<file path="src/rtl/lfp_pkg.sv">
package lfp_pkg;
  localparam int unsigned WORD_W   = 64;
  localparam int unsigned CTRL_W   = 16;
  localparam int unsigned CNT_W    = 16;
  localparam int unsigned PAY_W    = 32;
  localparam int unsigned TS_BIT   = 61;
  localparam logic [CTRL_W-1:0] CTRL_POLY = 16'h1021;
  localparam logic [PAY_W-1:0]  PAY_POLY  = 32'h04C11DB7;
  localparam logic [WORD_W-1:0] START_WORD = 64'h9E6774129E677412;
  localparam logic [WORD_W-1:0] END_WORD   = 64'h2A1D632F2A1D632F;

  typedef enum logic [2:0] {
    FS_IDLE  = 3'd0,
    FS_START = 3'd1,
    FS_BODY  = 3'd2,
    FS_END   = 3'd3,
    FS_TRAIL = 3'd4
  } frame_state_t;

  function automatic logic [WORD_W-1:0] pack_trailer(
    input logic [CTRL_W-1:0] c, input logic [CNT_W-1:0] n, input logic [PAY_W-1:0] p);
    return {c, n, p};
  endfunction
endpackage

</file>
<file path="src/rtl/lfp_accum.sv">
module lfp_accum #(
  parameter int unsigned W    = 16,
  parameter int unsigned DW   = 64,
  parameter logic [W-1:0] POLY = '1
) (
  input  logic          clk,
  input  logic          rst,
  input  logic          init,
  input  logic          en,
  input  logic [DW-1:0] din,
  output logic [W-1:0]  sum
);
  localparam logic [W-1:0] SEED = '1;

  function automatic logic [W-1:0] fold_word(input logic [W-1:0] s, input logic [DW-1:0] d);
    logic [W-1:0] r;
    logic fb;
    r = s;
    for (int i = DW - 1; i >= 0; i--) begin
      fb = ~(r[W-1] ^ d[i]);
      r  = {r[W-2:0], 1'b0} ^ (fb ? POLY : '0);
    end
    return r;
  endfunction

  always_ff @(posedge clk) begin
    if (rst || init) sum <= SEED;
    else if (en)     sum <= fold_word(sum, din);
  end


  acc_hold_chk: assert property (@(posedge clk) disable iff (rst)
    (!init && !en) |=> $stable(sum));

  acc_seed_chk: assert property (@(posedge clk) disable iff (rst)
    init |=> (sum == SEED));
endmodule

</file>
<file path="src/rtl/lfp_seq.sv">
module lfp_seq
  import lfp_pkg::*;
#(
  parameter int unsigned CW = CNT_W
) (
  input  logic          clk,
  input  logic          rst,
  input  logic          clr,
  input  logic          i_tvalid,
  input  logic          i_tlast,
  input  logic          ts_flag,
  input  logic          o_tready,
  output frame_state_t  st,
  output logic          i_tready,
  output logic          o_tvalid,
  output logic          o_tlast,
  output logic          acc_init,
  output logic          ctrl_en,
  output logic          pay_en,
  output logic [CW-1:0] cnt
);
  frame_state_t st_nx;
  logic ts_q;
  logic in_xfer;
  logic end_xfer;
  logic in_ctrl;

  assign i_tready = (st == FS_BODY) && o_tready;
  assign o_tvalid = (st == FS_START) || (st == FS_END) || (st == FS_TRAIL) ||
                    ((st == FS_BODY) && i_tvalid);
  assign o_tlast  = (st == FS_TRAIL);
  assign in_xfer  = i_tvalid && i_tready;
  assign end_xfer = (st == FS_END) && o_tready;
  assign in_ctrl  = (cnt == '0) || ((cnt == CW'(1)) && ts_q);
  assign acc_init = (st == FS_START) && o_tready;
  assign ctrl_en  = in_xfer && in_ctrl;
  assign pay_en   = (in_xfer && !in_ctrl) || end_xfer;

  always_comb begin
    st_nx = st;
    unique case (st)
      FS_IDLE:  if (i_tvalid)           st_nx = FS_START;
      FS_START: if (o_tready)           st_nx = FS_BODY;
      FS_BODY:  if (in_xfer && i_tlast) st_nx = FS_END;
      FS_END:   if (o_tready)           st_nx = FS_TRAIL;
      FS_TRAIL: if (o_tready)           st_nx = FS_IDLE;
      default:                          st_nx = FS_IDLE;
    endcase
  end

  always_ff @(posedge clk) begin
    if (rst || clr) begin
      st   <= FS_IDLE;
      cnt  <= '0;
      ts_q <= 1'b0;
    end else begin
      st <= st_nx;
      if (acc_init) begin
        cnt  <= '0;
        ts_q <= 1'b0;
      end else begin
        if (in_xfer || end_xfer) cnt <= cnt + CW'(1);
        if (in_xfer && (cnt == '0)) ts_q <= ts_flag;
      end
    end
  end


  rst_idle_chk: assert property (@(posedge clk)
    rst |=> (!o_tvalid && !i_tready));

  in_gate_chk: assert property (@(posedge clk) disable iff (rst)
    i_tready |-> o_tready);

  end_next_chk: assert property (@(posedge clk) disable iff (rst || clr)
    (in_xfer && i_tlast) |=> (o_tvalid && st == FS_END));

  last_end_chk: assert property (@(posedge clk) disable iff (rst || clr)
    (o_tvalid && o_tready && o_tlast) |=> !o_tvalid);

  cnt_step_chk: assert property (@(posedge clk) disable iff (rst || clr)
    end_xfer |=> (cnt == $past(cnt) + CW'(1)));

  stall_state_chk: assert property (@(posedge clk) disable iff (rst || clr)
    (o_tvalid && !o_tready && st != FS_BODY) |=> (o_tvalid && $stable(st) && $stable(cnt)));

  clr_idle_chk: assert property (@(posedge clk) disable iff (rst)
    clr |=> (!o_tvalid && !i_tready));
endmodule

</file>
<file path="src/rtl/link_frame_packer.sv">
module link_frame_packer
  import lfp_pkg::*;
(
  input  logic              clk,
  input  logic              rst,
  input  logic              clr,
  input  logic [WORD_W-1:0] i_tdata,
  input  logic              i_tvalid,
  input  logic              i_tlast,
  output logic              i_tready,
  output logic [WORD_W-1:0] o_tdata,
  output logic              o_tvalid,
  output logic              o_tlast,
  input  logic              o_tready
);
  frame_state_t        st;
  logic                acc_init;
  logic                ctrl_en;
  logic                pay_en;
  logic [CNT_W-1:0]    cnt;
  logic [CTRL_W-1:0]   ctrl_sum;
  logic [PAY_W-1:0]    pay_sum;
  logic [WORD_W-1:0]   pay_din;

  lfp_seq #(.CW(CNT_W)) u_seq (
    .clk(clk), .rst(rst), .clr(clr),
    .i_tvalid(i_tvalid), .i_tlast(i_tlast), .ts_flag(i_tdata[TS_BIT]),
    .o_tready(o_tready), .st(st), .i_tready(i_tready),
    .o_tvalid(o_tvalid), .o_tlast(o_tlast),
    .acc_init(acc_init), .ctrl_en(ctrl_en), .pay_en(pay_en), .cnt(cnt)
  );

  assign pay_din = (st == FS_END) ? END_WORD : i_tdata;

  lfp_accum #(.W(CTRL_W), .DW(WORD_W), .POLY(CTRL_POLY)) u_ctrl (
    .clk(clk), .rst(rst || clr), .init(acc_init), .en(ctrl_en),
    .din(i_tdata), .sum(ctrl_sum)
  );

  lfp_accum #(.W(PAY_W), .DW(WORD_W), .POLY(PAY_POLY)) u_pay (
    .clk(clk), .rst(rst || clr), .init(acc_init), .en(pay_en),
    .din(pay_din), .sum(pay_sum)
  );

  always_comb begin
    unique case (st)
      FS_START: o_tdata = START_WORD;
      FS_BODY:  o_tdata = i_tdata;
      FS_END:   o_tdata = END_WORD;
      FS_TRAIL: o_tdata = pack_trailer(ctrl_sum, cnt, pay_sum);
      default:  o_tdata = '0;
    endcase
  end


  word_hold_chk: assert property (@(posedge clk) disable iff (rst || clr)
    (o_tvalid && !o_tready && st != FS_BODY) |=> $stable(o_tdata));

  ctrl_frozen_chk: assert property (@(posedge clk) disable iff (rst || clr)
    (st == FS_END || st == FS_TRAIL) |=> $stable(ctrl_sum));

  pay_after_end_chk: assert property (@(posedge clk) disable iff (rst || clr)
    (st == FS_TRAIL) |=> $stable(pay_sum));
endmodule

</file>
<file path="config.mk">
export PLATFORM = sky130hd
export DESIGN_NAME = link_frame_packer
export DESIGN_NICKNAME = d
export VERILOG_FILES = /design/src/rtl/lfp_pkg.sv /design/src/rtl/lfp_accum.sv /design/src/rtl/lfp_seq.sv /design/src/rtl/link_frame_packer.sv
export SDC_FILE = /design/constraint.sdc
export NUM_CORES = 1
export LEC_CHECK = 0
export BUFFER_PORTS_ARGS = -buffer_cell sky130_fd_sc_hd__buf_2
export CAP_MARGIN = 20
export CORE_AREA = 2 2 144 146
export DETAILED_ROUTE_END_ITERATION = 12
export DIE_AREA = 0 0 146 148
export PLACE_DENSITY_LB_ADDON = 0.05
export SYNTH_ARGS = -nofsm -noshare
export SYNTH_HDL_FRONTEND = slang
export SYNTH_SLANG_ARGS = --single-unit
</file>
<file path="constraint.sdc">
create_clock -name clk -period 18.3 [get_ports clk]
set_clock_uncertainty 0.05 [all_clocks]
set_input_delay 2.745 -clock clk [delete_from_list [all_inputs] [get_ports clk]]
set_output_delay 2.745 -clock clk [all_outputs]
set_load 0.05 [all_outputs]
</file>
==> qor.yml <==
crit_path_end_kind: "flop"
syn_to_final_growth_pct: 9.21
cts_buffer_depth: 2
gp_congestion: 1.05
grt_start_max_net_pins: 75
fin_crit_sh_pct: 52.2
syn-instance-count: 1312
drtPass1Iterations: 6
cpLargestDelayFamily: "XOR/XNOR gates"
gr-total-overflow: 0
die-area_um2: 21600
maxCapViolCount: 0
place_area_um2: 14100
crit_arrival_ns: 9.73
status: "finished, final reports clean"
critPathMaxStageDelay_ns: 0.84
htreeDepth: 3
drt_iter0_drc: 1139
critPathMaxFanout: 11
cts_setup_buffers: 0
rsz0062_at_grt: "no"
grtUsageTotal_pct: 41.3
rows: 52
die_y_um: 148
core-area_um2: 20000
nNetsFinal: 1484
grt_pass1_wl_um: 65300
fin_crit_ns: 9.56
synth-main-ff-cell: "dfxtp_1"
ys_types: 56
worst_pin_slew_ns: 1.04
die_x_um: 146
clock-sinks: 68
async_flop_share_pct: 0
post-dp-hpwl_um: 36400
r2r_setup_slack_ns: 9.74
routed_wl_um: 44800
cpMaxStageDelayCell: "xnor2_1"
antenna_cells: 0
routedWlPerCell_um: 26.6
cts_resized: 0
crit_chain: "buf_2 -> nand2b_1 -> o221ai_2 -> xnor3_1 -> xnor3_2 -> xnor2_1 -> xnor3_1 -> xnor3_1 -> xnor2_1 -> xor2_1 -> xor3_1 -> xor3_1 -> xnor3_1 -> xnor3_2 -> xnor3_1 -> nor2_1 -> o21ai_1"
final_area_um2: 14400
drive_above_1_share_pct: 16.9
grt_pass1_vias: 9993
hold_slack_ns: 0.468
grt_antenna_before_repair: 0
port_buffers: 136
postRouteAntennaNets: 0
synth_seq_area_share_pct: 10.3
timing.final.hold_violations: 0
cts_hold_buffers: 0
cts_tree: "done"
setup_viol: 0
max_freq_ghz: 0.105
crit_type: "input pin to flop"
cts_buffers: 9
clkTransAtPathRegs_ns: 0.07
crit_required_ns: 18.47
cp_common_cell: "xnor3_1"
clockRootBuffer: "clkbuf_16"
ios: 137
synth-warning-count: 0
slew_headroom_pct: 30.5
clk_latency_ns: 0.35
hold_path.class: "flop to flop"
vias: 10417
startpoint_type: "input pin"
netlist_area_um2: 13200
start_util_pct: 65.9
vias_per_cell: 6.18
post-route-drc-count: 0
path_buf_inv: 1
finalMaxSlewViolations: 0
synth_nets: 1385
synth.avg_cell_area_um2: 10.1
synth-edff-count: 0
ys_seq_elements: 68
fin_setup_tns_ns: 0
[logic make-up (layout without fill, tap and decap cells)]
group                      count (synthesis)  after routing  synth area share [%]
DFF                                       68             68                  10.3
and+or+nand+nor                          278            278                  9.04
xor gates and xnor gates                 714            714                  68.8
adders and majority gates                  3              3                 0.284
muxes                                      3              3                 0.237
buffers and inverters                     64            168                  2.10
AOI/OAI and AO/OA                        182            182                  9.18
[metrics by stage]
stage	worst slack, ns	std cells	utilization, %
floorplan	9.61	1312	-
global placement	8.60	1669	70.3
detailed placement	8.49	1670	70.4
CTS	8.85	1686	71.9
global route	8.56	1686	71.9
finish	8.74	1686	71.9
[layout by cell type, fill, tap and decap left out, types with 18 or more instances in the layout]
cell type  synthesis  layout
o21ai_0           67      67
dfxtp_1           68      67
xor3_1            22      22
buf_2              8     136
xnor2_1          389     389
o211ai_1          23      23
a21oi_1           26      26
nand2_1          130     130
xnor3_1          132     132
nor2_1            89      88
xor2_1           118     118
a22oi_1           18      18
[worst register-to-register path: cells and delay by family, from the launching register on]
kind                   cells  cell delay [ns]
XOR/XNOR                  12             5.80
flip-flops                 1             1.00
AO/OA/AOI/OAI              2             0.90
AND/OR/NAND/NOR            2             0.40
buffers and inverters      1             0.28
[Yosys cell counts (5+ instances only)]
cell	number	share of area (%)
or2_2	5	0.24
nand2b_1	16	0.76
xnor2_1	389	26
o21ai_0	67	2.5
buf_2	8	0.30
xor2_1	118	7.8
o21ai_1	14	0.53
dfxtp_1	68	10
xnor2_4	8	1.7
xor3_2	5	0.95
clkbuf_1	43	1.2
xnor3_1	132	23
nand3_1	6	0.23
a22oi_1	18	1.0
o211ai_1	23	1.3
a21oi_1	26	0.99
nand2_1	130	3.7
xnor2_2	12	1.5
inv_1	6	0.17
nor2_1	89	2.5
a22o_1	14	0.93
xor3_1	22	4.0
or3_1	6	0.28
xor2_2	9	1.1
xnor3_2	16	2.9
[worst paths after layout]
kind | to | cells after the start | startpoint
setup / recovery | u_pay.sum[12] | 17 | i_tdata[62]
hold / removal | u_seq.cnt[14] | 2 | u_seq.cnt[14]
setup reg to reg | u_pay.sum[12] | 17 | u_seq.st[2]
hold reg to reg | u_seq.cnt[14] | 2 | u_seq.cnt[14]
[state kept, by name, indices dropped and copies added (netlist names)]
register and cells:
u_seq.st 3, u_pay.sum 32, u_seq.ts_q 1, u_seq.cnt 16, u_ctrl.sum 16
[final cells by class]
| class | instances | area [um2] |
|---|---|---|
| tap | 270 | 338 |
| clock buffer | 9 | 225 |
| timing repair buffer | 146 | 776 |
| fill | 1603 | 5630 |
| multi-input combinational | 1180 | 11600 |
| sequential | 68 | 1360 |
| clock inverter | 7 | 82.6 |
| inverter | 6 | 22.5 |
[per-layer routing]
metal	vias to the layer above	GRT usage (%)	routed length, um
met5	-	0	0
met4	0	17.4	2150
met3	128	8.89	4800
met2	601	62.2	19600
met1	5109	58.1	18200
li1	4579	-	-
Power is not shown: default switching activity piles up to over one toggle a cycle in this logic, so the estimate is an artifact.
